File: src/rtl/swp_pkg.sv
package swp_pkg;

    parameter int ADDR_W  = 16;
    parameter int DATA_W  = 8;
    parameter int KEY_AW  = 15;   // address bits that take part in matching

    // Matcher position: how many key bytes have been accepted so far.
    typedef enum logic [2:0] {
        ST_IDLE = 3'd0,
        ST_K1   = 3'd1,
        ST_K2   = 3'd2,
        ST_D3   = 3'd3,
        ST_D4   = 3'd4,
        ST_D5   = 3'd5
    } step_e;

    typedef struct packed {
        logic [KEY_AW-1:0] addr;
        logic [DATA_W-1:0] data;
    } key_t;

    // Distinct key bytes used by both commands.
    typedef enum int {
        KB_LEAD  = 0,   // 0xAA @ 0x5555
        KB_SECND = 1,   // 0x55 @ 0x2AAA
        KB_ARM   = 2,   // 0xA0 @ 0x5555
        KB_REL   = 3,   // 0x80 @ 0x5555
        KB_FIN   = 4    // 0x20 @ 0x5555
    } kbyte_e;

    localparam int NKB = 5;

    localparam logic [KEY_AW-1:0] KA_HI = 15'h5555;
    localparam logic [KEY_AW-1:0] KA_LO = 15'h2AAA;

    function automatic key_t key_at(input int idx);
        key_t k;
        case (idx)
            KB_LEAD:  k = '{addr: KA_HI, data: 8'hAA};
            KB_SECND: k = '{addr: KA_LO, data: 8'h55};
            KB_ARM:   k = '{addr: KA_HI, data: 8'hA0};
            KB_REL:   k = '{addr: KA_HI, data: 8'h80};
            default:  k = '{addr: KA_HI, data: 8'h20};
        endcase
        return k;
    endfunction

    // Result of judging one write against the key stream.
    typedef struct packed {
        logic hit;     // write consumed as a key byte
        logic arm;     // final byte of the arming key
        logic rel;     // final byte of the release key
    } match_t;

endpackage

File: src/rtl/swp_keycmp.sv
module swp_keycmp
    import swp_pkg::*;
#(
    parameter int AW = ADDR_W,
    parameter int DW = DATA_W
) (
    input  logic [AW-1:0]  addr,
    input  logic [DW-1:0]  data,
    output logic [NKB-1:0] kb_hit
);
    localparam int LOW_W = KEY_AW;

    logic [LOW_W-1:0] addr_low;
    assign addr_low = addr[LOW_W-1:0];

    for (genvar g = 0; g < NKB; g++) begin : g_cmp
        localparam key_t K = key_at(g);
        assign kb_hit[g] = (addr_low == K.addr) && (data == K.data);
    end

endmodule

File: src/rtl/swp_matcher.sv
module swp_matcher
    import swp_pkg::*;
#(
    parameter int AW = ADDR_W,
    parameter int DW = DATA_W
) (
    input  logic          clk,
    input  logic          rst,
    input  logic          wr_valid,
    input  logic [AW-1:0] wr_addr,
    input  logic [DW-1:0] wr_data,
    input  logic          suspend,
    output match_t        verdict
);
    logic [NKB-1:0] kb;
    step_e          step_q, step_d;
    match_t         m;

    swp_keycmp #(.AW(AW), .DW(DW)) i_cmp (
        .addr   (wr_addr),
        .data   (wr_data),
        .kb_hit (kb)
    );

    always_comb begin
        m      = '0;
        step_d = step_q;
        if (wr_valid && !suspend) begin
            step_d = ST_IDLE;
            unique case (step_q)
                ST_IDLE: if (kb[KB_LEAD])  begin m.hit = 1'b1; step_d = ST_K1; end
                ST_K1:   if (kb[KB_SECND]) begin m.hit = 1'b1; step_d = ST_K2; end
                ST_K2: begin
                    if (kb[KB_ARM]) begin
                        m.hit = 1'b1; m.arm = 1'b1;
                    end else if (kb[KB_REL]) begin
                        m.hit = 1'b1; step_d = ST_D3;
                    end
                end
                ST_D3:   if (kb[KB_LEAD])  begin m.hit = 1'b1; step_d = ST_D4; end
                ST_D4:   if (kb[KB_SECND]) begin m.hit = 1'b1; step_d = ST_D5; end
                ST_D5:   if (kb[KB_FIN])   begin m.hit = 1'b1; m.rel = 1'b1; end
                default: step_d = ST_IDLE;
            endcase
        end
    end

    always_ff @(posedge clk) begin
        if (rst) step_q <= ST_IDLE;
        else     step_q <= step_d;
    end

    assign verdict = m;


    mid_key_no_window_chk: assert property (@(posedge clk) disable iff (rst)
        (step_q != ST_IDLE) |-> !suspend);


    done_returns_idle_chk: assert property (@(posedge clk) disable iff (rst)
        (m.arm || m.rel) |=> (step_q == ST_IDLE));

endmodule

File: src/rtl/swp_state.sv
module swp_state (
    input  logic clk,
    input  logic rst,
    input  logic arm,
    input  logic rel,
    input  logic page_done,
    output logic prot,
    output logic window
);
    // Protection is deliberately outside the reset domain: it powers up clear
    // and only a completed release key followed by page_done clears it.
    logic prot_q = 1'b0;
    logic win_q;
    logic pend_q;

    always_ff @(posedge clk) begin
        if (!rst) begin
            if (page_done && pend_q) prot_q <= 1'b0;
            if (arm)                 prot_q <= 1'b1;
        end
    end

    always_ff @(posedge clk) begin
        if (rst) begin
            win_q  <= 1'b0;
            pend_q <= 1'b0;
        end else begin
            if (page_done) begin
                win_q  <= 1'b0;
                pend_q <= 1'b0;
            end
            if (rel) pend_q <= 1'b1;
            if (arm) begin
                win_q  <= 1'b1;
                pend_q <= 1'b0;
            end
        end
    end

    assign prot   = prot_q;
    assign window = win_q;


    window_needs_prot_chk: assert property (@(posedge clk) disable iff (rst)
        win_q |-> prot_q);


    arm_opens_window_chk: assert property (@(posedge clk) disable iff (rst)
        arm |=> (win_q && prot_q));


    prot_fall_cause_chk: assert property (@(posedge clk) disable iff (rst)
        $fell(prot_q) |-> $past(pend_q && page_done));


    reset_keeps_prot_chk: assert property (@(posedge clk)
        $past(rst) |-> (prot_q == $past(prot_q)));

endmodule

File: src/rtl/swp_gate.sv
module swp_gate
    import swp_pkg::*;
#(
    parameter int AW = ADDR_W,
    parameter int DW = DATA_W
) (
    input  logic          clk,
    input  logic          rst,
    input  logic          wr_valid,
    input  logic [AW-1:0] wr_addr,
    input  logic [DW-1:0] wr_data,
    input  logic          page_done,
    output logic          wr_allow,
    output logic          wr_cmd
);
    logic   valid_eff;
    logic   prot, window;
    match_t verdict;

    assign valid_eff = wr_valid && !rst;

    swp_matcher #(.AW(AW), .DW(DW)) i_match (
        .clk      (clk),
        .rst      (rst),
        .wr_valid (valid_eff),
        .wr_addr  (wr_addr),
        .wr_data  (wr_data),
        .suspend  (window),
        .verdict  (verdict)
    );

    swp_state i_state (
        .clk       (clk),
        .rst       (rst),
        .arm       (verdict.arm),
        .rel       (verdict.rel),
        .page_done (page_done),
        .prot      (prot),
        .window    (window)
    );

    assign wr_cmd   = verdict.hit;
    assign wr_allow = valid_eff && !verdict.hit && (!prot || window);


    idle_silent_chk: assert property (@(posedge clk) disable iff (rst)
        !wr_valid |-> (!wr_allow && !wr_cmd));


    locked_blocks_chk: assert property (@(posedge clk) disable iff (rst)
        (prot && !window) |-> !wr_allow);


    window_no_cmd_chk: assert property (@(posedge clk) disable iff (rst)
        window |-> !wr_cmd);

endmodule

File: config.mk
export PLATFORM = sky130hd
export DESIGN_NAME = swp_gate
export DESIGN_NICKNAME = d
export VERILOG_FILES = /design/src/rtl/swp_pkg.sv /design/src/rtl/swp_keycmp.sv /design/src/rtl/swp_matcher.sv /design/src/rtl/swp_state.sv /design/src/rtl/swp_gate.sv
export SDC_FILE = /design/constraint.sdc
export NUM_CORES = 1
export LEC_CHECK = 0
export BUFFER_PORTS_ARGS = -buffer_cell sky130_fd_sc_hd__buf_2
export CORE_UTILIZATION = 42
export CTS_BUF_LIST = sky130_fd_sc_hd__clkbuf_4
export CTS_CLUSTER_DIAMETER = 120
export DETAILED_ROUTE_END_ITERATION = 8
export GPL_ROUTABILITY_DRIVEN = 0
export PLACE_DENSITY = 0.77
export RECOVER_POWER = 50
export SYNTH_ARGS = -nofsm -noshare
export SYNTH_HDL_FRONTEND = slang
export SYNTH_HIERARCHICAL = 1
export SYNTH_SLANG_ARGS = --single-unit
File: constraint.sdc
create_clock -name clk -period 1.9 [get_ports clk]
set_input_delay 0.38 -clock clk [delete_from_list [all_inputs] [get_ports clk]]
set_output_delay 0.38 -clock clk [all_outputs]
set_load 0.03 [all_outputs]
==> out/metrics.cfg, run 1 <==
[grt]
grt_antenna_before_repair = 0
global_route.overflow_total = 0
largest_net_degree_at_the_start_of_global_routing = 9
grt_pass1_vias = 758
wire_length_of_the_first_global_routing_pass_um = 3008
groute.usage.overall = 0.2844

[clocking]
max-clock-path-buffers = 2
clkLatencyLatePin_ns = 0.25
cts_hold_buffers = 0
clock_tree_from_tritoncts = built
htreeDepth = 1
clkSinkCount = 6
numCtsBuffers = 3
clk_transition_reported_paths_ns = 0.05
clk_root_buffer_cell = clkbuf_4

[power_and_ir_drop]
power_frac_seq = 0.356
power.internal_uw = 274.8
p_sw_uw = 87.08
power-per-cell-area_mw_per_mm2 = 332.8
power_uw = 361.9
clock_power_share = 0.413
power.combinational.fraction = 0.230
vdd.ir_drop.worst_mv = 0.3538
leakage_uw = 0.0004541
sw_frac_of_total = 0.2407

[final_layout]
syn2layout_area_growth_pct = 78.44
diodes = 0
layout-drive-gt1-share = 0.5615
finalNetCount = 159

[min_path]
timing.hold.worst.start = rst
hold-path-cell-count = 2
holdPathEnd = i_state/window
worstHoldPathType = in -> reg

[critical_path]
r2r-start = i_match/step_q[2]
worst-r2r-setup-slack_ns = -0.20
worstRegToRegCells = 12
critPathKind = in -> reg
crit_path_end_kind = flip-flop
critical_path_arrival_ns = 2.58
crit_path_max_fanout = 3
worstPathRequired_ns = 2.08
critical_path.reg2reg.endpoint = i_match/step_q[0]
worstSetupStartpointType = input port

[place]
hpwlAfterDp_um = 1354
io_buffer_count = 28
dp_slack_ns = -0.5393

[timing]
unrepaired_setup_endpoints_after_global_routing = true
worst_slew_pin_slew_ns = 0.3062
hold_viol = 0
layout_setup_ws_ns = -0.4927
post_layout_min_period_ns = 2.393
finalSetupViolations = 3
worst_clock_skew_ns = 0.004820
slew_headroom = 0.7940
finalMaxSlewViolations = 0
max_freq_mhz = 417.9
period_share = 1.259

[synth]
synth-seq-cells = 6
syn-mean-instance-area_um2 = 8.234
post_synth_top_area_cell = dfxtp_1
synthTopCellsByArea = dfxtp_1, and4bb_1, nor2_1
synth_top_area_frac = 0.1643
synth.top_cells.by_count = nor2_1, a21oi_1, dfxtp_1
syn_nets = 102
ys_warn_count = 6
ys_seq_area_frac = 0.2136
syn-instance-count = 74
synth_enable_flop_cells = 1
async_flop_share = 0
ys.flop_type = dfxtp_1
post-synth-top-count-cell = nor2_1
post_synth_num_cell_types = 35
synth.cell_area_um2 = 609.3

[run_status]
violations = setup timing
status = finished, violations left

[floorplanning]
io_pins = 30
effective_utilization_at_floorplan = 0.4625
placeableCoreArea_mm2 = 0.001318
design.die.area_mm2 = 0.001607
rows = 13
die_h_um = 40.09
die_x_um = 40.09

[drt]
drcViolationCount = 0
via_count = 809
finalWirelength_um = 2048
ant_nets = 0
drtPass1Iterations = 4
vias_per_cell = 5.579
initialDrtViolationCount = 25
wire_per_inst_um = 14.12

[run]
max_cap_viol_count = 0

[per-stage QoR]
step / hold WS (ns) / utilization / instance area [um2] / setup TNS, ns / instances
finish: 0.3907 / 0.8253 / 1087 / -1.389 / 145
CTS: 0.3879 / 0.7835 / 1032 / -1.169 / 144
global placement: 0.5056 / 0.6667 / 878.3 / -1.022 / 129
global route: 0.3946 / 0.8253 / 1087 / -1.683 / 145
detailed placement: 0.5179 / 0.6667 / 878.3 / -1.276 / 129
floorplan: 0.4424 / - / 633.1 / -0.4932 / 74
[worst max-delay path by stage]
stage / to / slack [ns] / startpoint
after floorplan: wr_allow / -0.32 / wr_addr[5]
after global placement: wr_cmd / -0.45 / wr_data[6]
after detailed placement: wr_cmd / -0.54 / wr_data[6]
after CTS: wr_cmd / -0.42 / wr_data[2]
after global routing: wr_allow / -0.58 / wr_addr[6]
final: i_match/step_q[0] / -0.49 / wr_addr[11]
[critical path: stages]
cell,delay (ns)
buf_6,0.09
and4bb_1,0.30
nand4_1,0.16
nor2_1,0.13
nand2b_1,0.12
buf_4,0.16
buf_4,0.12
buf_4,0.11
buf_4,0.12
buf_4,0.12
buf_4,0.12
buf_4,0.12
buf_4,0.12
a21oi_1,0.17
o21ai_1,0.11
a21oi_1,0.14
[layout by cell type (no fill, tap or decap), types with 2 or more instances in the layout]
| master | netlist | routed |
|---|---|---|
| nor2b_1 | 2 | 2 |
| nand2_1 | 4 | 4 |
| clkbuf_4 | 0 | 4 |
| buf_6 | 1 | 9 |
| nor2_2 | 1 | 4 |
| and4b_1 | 2 | 2 |
| o21a_1 | 2 | 2 |
| nor2_1 | 11 | 8 |
| a21oi_1 | 6 | 5 |
| and4bb_1 | 4 | 4 |
| nand4_1 | 4 | 4 |
| inv_1 | 3 | 3 |
| dfxtp_1 | 5 | 5 |
| buf_2 | 0 | 19 |
| o21ai_1 | 1 | 2 |
| nand2b_1 | 3 | 3 |
| buf_4 | 0 | 25 |
| a21oi_2 | 1 | 2 |
| nor4bb_1 | 3 | 2 |
[power groups by stage]
| stage | Sequential, uW | Combinational, uW | Clock, uW |
|---|---|---|---|
| after CTS | 129 | 73.0 | 155 |
| final | 129 | 83.3 | 150 |
| after global routing | 129 | 88.7 | 162 |
| after global placement | 132 | 65.3 | 0 |
| after floorplan | 132 | 20.2 | 0 |
| after detailed placement | 132 | 67.3 | 0 |
[registers in the layout, summed over array words and instances, names as in the netlist]
name / cells
i_match/step_q: 3
i_state/prot: 1
i_state/pend_q: 1
i_state/window: 1
[repair_timing]
item                       4_1_cts  5_1_grt
buffers inserted                11        1
pin swaps                        6        7
gates resized for setup         10       10
setup endpoints to repair        2        3
[cell families (layout without fill, tap and decap cells)]
family	after synthesis	in the layout	share of synthesized area
AOI/OAI and AO/OA	16	16	0.1622
DFF	6	6	0.2136
buffers and inverters	4	60	0.03696
and+or+nand+nor	48	48	0.5873
[routing by layer]
layer,track usage,part of all wire,vias to the layer above
met5,0,0,-
li1,-,-,398
met1,0.3098,0.44,381
met4,0.1379,0.033,0
met2,0.5242,0.50,20
met3,0.04444,0.026,10
[final cells by class]
type	count	area, um2
repair buffers	53	384.1
multi-input cells	64	513.0
fillers	90	230.2
inverters	3	11.26
flip-flops and latches	6	130.1
well taps	15	18.77
clock buffers	4	30.03
No activity file was read; power rests on OpenSTA's default activity.
==> run 2: changes to the inputs <==
Settings changed: PLACE_DENSITY 0.77 to 0.81.
==> run 2 against run 1 <==
Utilization fell by 7.7 points; maximum frequency rose by 0.59%; highest routed layer unchanged; combinational power fell by 5.4%; non-clock buffer count fell by 12; final cell count fell by 8.3%; the run still ends with setup timing left; power fell by 3.5%; routed wire length fell by 5.4%; die area did not move; via count fell by 3.0%; design area fell by 9.3%.
==> out/metrics.cfg, run 2 (synthesis gave the netlist of run 1 again) <==
[power_and_ir_drop]
vdd.ir_drop.worst_mv = 0.3395  ; -4.0%
power-per-cell-area_mw_per_mm2 = 354.1  ; +6.4%
leakage_uw = 0.0003965  ; -13%

[floorplanning]
die_x_um = 40.09  ; unchanged
io_pins = 30  ; unchanged
rows = 13  ; unchanged
design.die.area_mm2 = 0.001607  ; unchanged
placeableCoreArea_mm2 = 0.001318  ; unchanged
effective_utilization_at_floorplan = 0.4625  ; unchanged
die_h_um = 40.09  ; unchanged

[timing]
max_freq_mhz = 420.4  ; +0.59%
hold_viol = 0  ; unchanged
finalSetupViolations = 2  ; -1
unrepaired_setup_endpoints_after_global_routing = true
slew_headroom = 0.7747  ; -0.01925
worst_slew_pin_slew_ns = 0.3375  ; +0.03124 ns
post_layout_min_period_ns = 2.379  ; -0.01404 ns
final.hold.worst_slack_ns = 0.3937  ; +0.003053 ns
finalMaxSlewViolations = 0  ; unchanged
period_share = 1.252  ; -0.007391
worst_clock_skew_ns = 0.01125  ; +0.006435 ns
final.setup.tns_ns = -0.9246  ; +0.4640 ns
layout_setup_ws_ns = -0.4787  ; +0.01404 ns

[grt]
grt_antenna_before_repair = 0  ; unchanged
wire_length_of_the_first_global_routing_pass_um = 3008  ; unchanged
global_route.overflow_total = 0  ; unchanged
groute.usage.overall = 0.2782  ; -0.006232
grt_pass1_vias = 766  ; +1.1%
largest_net_degree_at_the_start_of_global_routing = 9  ; unchanged

[critical_path]
r2r-start = i_match/step_q[1]
crit_path_end_kind = primary output
worstSetupStartpointType = input port
critPathLaunch = wr_addr[3]
cp-endpoint = wr_allow
worstPathRequired_ns = 1.52  ; -0.56 ns
critPathSlowestCell = a221oi_4
critical-path-top-cell-by-count = buf_6
worst-r2r-setup-slack_ns = 0.49  ; +0.69 ns
critical_path.reg2reg.endpoint = i_state/prot
crit_chain = buf_6 > and4bb_1 > nand4_1 > nor2_1 > nand2b_1 > a21oi_2 > o21ai_2 > a221oi_4 > nor3b_4 > buf_6
critical_path_arrival_ns = 2.00  ; -0.58 ns
crit_path_max_fanout = 3  ; unchanged
critPathKind = in -> out
critical-path-max-stage-delay_ns = 0.32  ; +0.02 ns
worstRegToRegCells = 4  ; -8

[clocking]
clk_root_buffer_cell = clkbuf_4
numCtsBuffers = 3  ; unchanged
clock_tree_from_tritoncts = built
clkLatencyLatePin_ns = 0.25  ; about the same
max-clock-path-buffers = 2  ; unchanged
clkSinkCount = 6  ; unchanged
htreeDepth = 1  ; unchanged
clk_transition_reported_paths_ns = 0.05  ; about the same
cts_hold_buffers = 0  ; unchanged

[drt]
wire_per_inst_um = 14.57  ; +3.2%
drtPass1Iterations = 4  ; unchanged
drcViolationCount = 0  ; unchanged
finalWirelength_um = 1938  ; -5.4%
initialDrtViolationCount = 12  ; -52%
ant_nets = 0  ; unchanged
via_count = 785  ; -3.0%
vias_per_cell = 5.902  ; +5.8%

[final_layout]
postLayoutCoreUtil = 0.7483  ; -0.07692
regMostFlops = i_match/step_q
layout-drive-gt1-share = 0.5254  ; -0.03611
layout_common_cells = buf_2, buf_4, nor2_1
finalNetCount = 147  ; -7.5%
syn2layout_area_growth_pct = 61.81
diodes = 0  ; unchanged
final_common_cell = buf_2
largest_reg_flops = 3  ; unchanged

[min_path]
worstHoldPathType = in -> reg

[place]
io_buffer_count = 28  ; unchanged
hpwlAfterDp_um = 1375  ; +1.6%

[run]
max_cap_viol_count = 0  ; unchanged

[run_status]
violations = setup timing
status = finished, violations left

run 2: cell types whose count changed in the layout (fill, tap and decap cells not counted):
cell      delta
o21ai_1      -1
nor2_1       +1
buf_2        +3
nor2_2       -1
buf_6        -3
o21ai_2      +1
buf_4       -12
nor4bb_2     +1
nor4bb_1     -1
run 2: through the flow:
| step | cell area, um2 | worst slack [ns] | total power (uW) | cells |
|---|---|---|---|---|
| global placement | 870.8 | -0.4677 | 196.8 | 128 |
| global route | 985.9 | -0.6022 | 365.9 | 133 |
| detailed placement | 870.8 | -0.5105 | 199.1 | 128 |
| CTS | 947.2 | -0.4449 | 347.4 | 133 |
| floorplan | 633.1 | -0.3180 | 151.7 | 74 |
| finish | 985.9 | -0.4787 | 349.1 | 133 |
run 2: worst min-delay path by stage:
stage	startpoint	end	depth (start not counted)
floorplan	rst	i_state/window	1
global placement	i_state/window	i_state/window	2
detailed placement	i_state/window	i_state/window	2
CTS	rst	i_state/window	2
global route	rst	i_state/window	2
finish	rst	i_state/window	2
run 2: critical path, delay by kind of cell:
kind,cells,cell delay (ns)
and+or+nand+nor,5,0.80
AOI/OAI and AO/OA,3,0.58
buffers and inverters,2,0.23
run 2: power breakdown:
group          internal (uW)  switching (uW)
clock network           93.9            47.4
logic                   47.0            31.8
registers                129      0.00000254
total                    270            79.2
run 2: layout make-up:
| type | instances | area [um2] |
|---|---|---|
| inverters | 3 | 11.26 |
| fillers | 95 | 331.6 |
| multi-input cells | 64 | 520.5 |
| repair buffers | 41 | 275.3 |
| clock buffers | 4 | 30.03 |
| well taps | 15 | 18.77 |
| flip-flops and latches | 6 | 130.1 |
run 2: what timing repair did:
| action | in CTS | in global routing |
|---|---|---|
| resized for setup | 9 | 9 |
| pin swaps | 7 | 6 |
| endpoints found under the setup margin | 2 | 2 |
| buffers inserted | 1 | 0 |
| cloned | 0 | 0 |
run 2: routing by layer:
metal	GRT usage	part of all wire	vias up
met5	0	0	-
met3	0.03889	0.027	5
met2	0.5363	0.54	20
met1	0.2947	0.42	385
met4	0.1121	0.016	0
li1	-	-	375
==> run 3: changes to the inputs <==
Settings changed: ABC_AREA from default to 1, CORE_UTILIZATION 42 to 43.
==> run 3 against run 2 <==
The run still ends with setup timing left; final cell count is 41% higher; global-route usage down 8.0 points; die area up 7.3%; setup slack better by 0.20 ns; combinational power increased by 7.0%; sequential power barely moved; clock power increased by 3%; power grew 2.7%; worst hold slack worse by 0.019 ns; critical path type unchanged; largest power group unchanged.
==> out/metrics.cfg, run 3 <==
[timing]
worst_clock_skew_ns = 0.01287  ; +0.001615 ns
hold_viol = 0  ; unchanged
period_share = 1.146  ; -0.1056
worst_slew_pin_slew_ns = 0.2085  ; -0.1290 ns
unrepaired_setup_endpoints_after_global_routing = true
slew_headroom = 0.8608  ; +0.08612
finalMaxSlewViolations = 0  ; unchanged
max_freq_mhz = 459.1  ; +9.2%
post_layout_min_period_ns = 2.178  ; -0.2007 ns
finalSetupViolations = 2  ; unchanged
layout_setup_ws_ns = -0.2780  ; +0.2007 ns

[grt]
grt.met1_usage = 0.2493  ; -0.04537
grt_pass1_vias = 717  ; -6.4%
groute.usage.overall = 0.1986  ; -0.07960
largest_net_degree_at_the_start_of_global_routing = 9  ; unchanged
grt_antenna_before_repair = 0  ; unchanged
gr_peak_layer = met2
met2_usage_grt = 0.3094  ; -0.2269
global_route.overflow_total = 0  ; unchanged
wire_length_of_the_first_global_routing_pass_um = 2711  ; -9.9%
grt_use_met3 = 0.06957  ; +0.03068

[final_layout]
final_common_cell = nand2_1
multiInputGateArea_um2 = 470.5  ; -9.6%
diodes = 0  ; unchanged
syn2layout_area_growth_pct = 45.25
finalNetCount = 201  ; +37%
largest_reg_flops = 3  ; unchanged
layout_common_cells = nand2_1, inv_1, buf_2
finish.instance_area_um2 = 975.9  ; -1.0%
layout-drive-gt1-share = 0.3779  ; -0.1475
final-seq-area_um2 = 130.1  ; unchanged
layoutNonFillerInstCount = 187  ; +41%
fillerInstances = 128  ; +35%
regMostFlops = i_match/step_q

[power_and_ir_drop]
vdd.ir_drop.worst_mv = 0.3296  ; -2.9%
leakage_uw = 0.0005004  ; +26%
power-per-cell-area_mw_per_mm2 = 367.6  ; +3.8%

[floorplanning]
design.die.area_mm2 = 0.001725  ; +7.3%
effective_utilization_at_floorplan = 0.4860  ; +0.02348
placeableCoreArea_mm2 = 0.001383  ; +4.9%
die_x_um = 41.53  ; +3.6%
die_h_um = 41.53  ; +3.6%
io_pins = 30  ; unchanged
rows = 13  ; unchanged

[synth]
ys_warn_count = 6  ; unchanged
syn-instance-count = 135  ; +82%
synth_enable_flop_cells = 1  ; unchanged
post_synth_top_area_cell = nand2_1
ys.flop_type = dfxtp_1
ys_seq_area_frac = 0.1937  ; -0.01988
synthTopCellsByArea = nand2_1, inv_1, nor2_1
synth-seq-cells = 6  ; unchanged
synth_top_area_frac = 0.2291  ; +0.06478
syn-mean-instance-area_um2 = 4.977  ; -40%
synth.top_cells.by_count = nand2_1, inv_1, nor2_1
syn_nets = 163  ; +60%
async_flop_share = 0  ; unchanged
synth.cell_area_um2 = 671.9  ; +10%
post_synth_num_cell_types = 16  ; -54%
post-synth-top-count-cell = nand2_1

[critical_path]
critical_path_arrival_ns = 1.80  ; -0.20 ns
critPathKind = in -> out
crit_path_max_fanout = 4  ; +1
worstPathRequired_ns = 1.52  ; about the same
worstSetupStartpointType = input port
crit_path_end_kind = primary output

[drt]
via_count = 863  ; +9.9%
finalWirelength_um = 1583  ; -18%
drtPass1Iterations = 4  ; unchanged
drcViolationCount = 0  ; unchanged
vias_per_cell = 4.615  ; -22%
wire_per_inst_um = 8.465  ; -42%
initialDrtViolationCount = 11  ; -1
ant_nets = 0  ; unchanged

[clocking]
numCtsBuffers = 3  ; unchanged
clk_root_buffer_cell = clkbuf_4
htreeDepth = 1  ; unchanged
clk_transition_reported_paths_ns = 0.05  ; about the same
clkSinkCount = 6  ; unchanged
max-clock-path-buffers = 2  ; unchanged
cts_hold_buffers = 0  ; unchanged
clkLatencyLatePin_ns = 0.26  ; about the same
clock_tree_from_tritoncts = built

[run]
max_cap_viol_count = 0  ; unchanged

[place]
placed_cells_incl_taps = 182  ; +42%
dp_slack_ns = -0.2562  ; +0.2544 ns
io_buffer_count = 28  ; unchanged
detailed_place.area_um2 = 890.9  ; +2.3%
hpwlAfterDp_um = 1251  ; -9.0%

[min_path]
worstHoldPathType = in -> reg

[run_status]
status = finished, violations left
violations = setup timing

run 3: changes by cell type in the layout (fill, tap and decap cells not counted), moves of 4 or more:
| cell | delta |
|---|---|
| nor2_2 | +11 |
| buf_4 | -8 |
| nor2_1 | +10 |
| nand2_1 | +37 |
| and4bb_1 | -4 |
| inv_2 | +6 |
| inv_1 | +24 |
run 3: final timing paths:
kind | start | to | slack, ns | depth (start not counted)
worst min-delay path | rst | i_state/window | 0.37 | 2
worst max register to register | i_match/step_q[1] | i_state/prot | 0.57 | 6
worst max-delay path | wr_addr[7] | wr_allow | -0.28 | 14
worst min register to register | i_state/pend_q | i_state/pend_q | 0.47 | 2
run 3: what timing repair did:
item | in CTS | in global routing
setup endpoints to repair | 2 | 2
resized for setup | 2 | 14
pin swaps | 1 | 11
buffers inserted | 0 | 1
run 3: cells by family after synthesis:
group / after synthesis / share of synthesized area
compound gates: 9 / 0.08753
flops: 6 / 0.1937
buf+inv: 33 / 0.1844
simple gates: 87 / 0.5345
run 3: final cells by class:
class | count | area share
multi-input cells | 96 | 0.4821
flip-flops and latches | 6 | 0.1333
inverters | 33 | 0.1269
clock buffers | 4 | 0.03077
well taps | 15 | 0.01923
repair buffers | 33 | 0.2077
run 3: metrics by stage:
| stage | util | power [uW] | hold slack [ns] | setup TNS (ns) |
|---|---|---|---|---|
| after CTS | 0.6706 | 360.1 | 0.3611 | -0.3664 |
| after global routing | 0.7059 | 392.2 | 0.3762 | -0.7354 |
| after global placement | 0.6443 | 204.3 | 0.4558 | -0.3467 |
| after floorplan | - | 165.6 | 0.4424 | -0.06585 |
| final | 0.7059 | 358.7 | 0.3743 | -0.4824 |
| after detailed placement | 0.6443 | 206.5 | 0.4629 | -0.3859 |
run 3: critical path, cell delays in order:
cell and delay (ns):
buf_2 0.11, nor2_2 0.10, nand2_1 0.07, nor2_2 0.12, nand2_2 0.09, buf_4 0.14, nor2_2 0.09, nor2_1 0.05
o21a_1 0.21, a21oi_4 0.15, inv_2 0.05, nand3_2 0.07, nor2_4 0.04, buf_6 0.13
run 3: power by group:
group	internal [uW]	switching (uW)	leakage (uW)
combinational	40.3	44.0	0.000430
clock	94.1	51.2	0.0000184
sequential	129	0.00000194	0.0000519
total	264	95.2	0.000500
run 3: per-layer routing:
metal	up-vias	routed length, um	part of all wire
met2	18	742	0.47
met1	371	762	0.48
met5	-	0	0
li1	472	-	-
met4	0	8	0.0051
met3	2	70	0.044
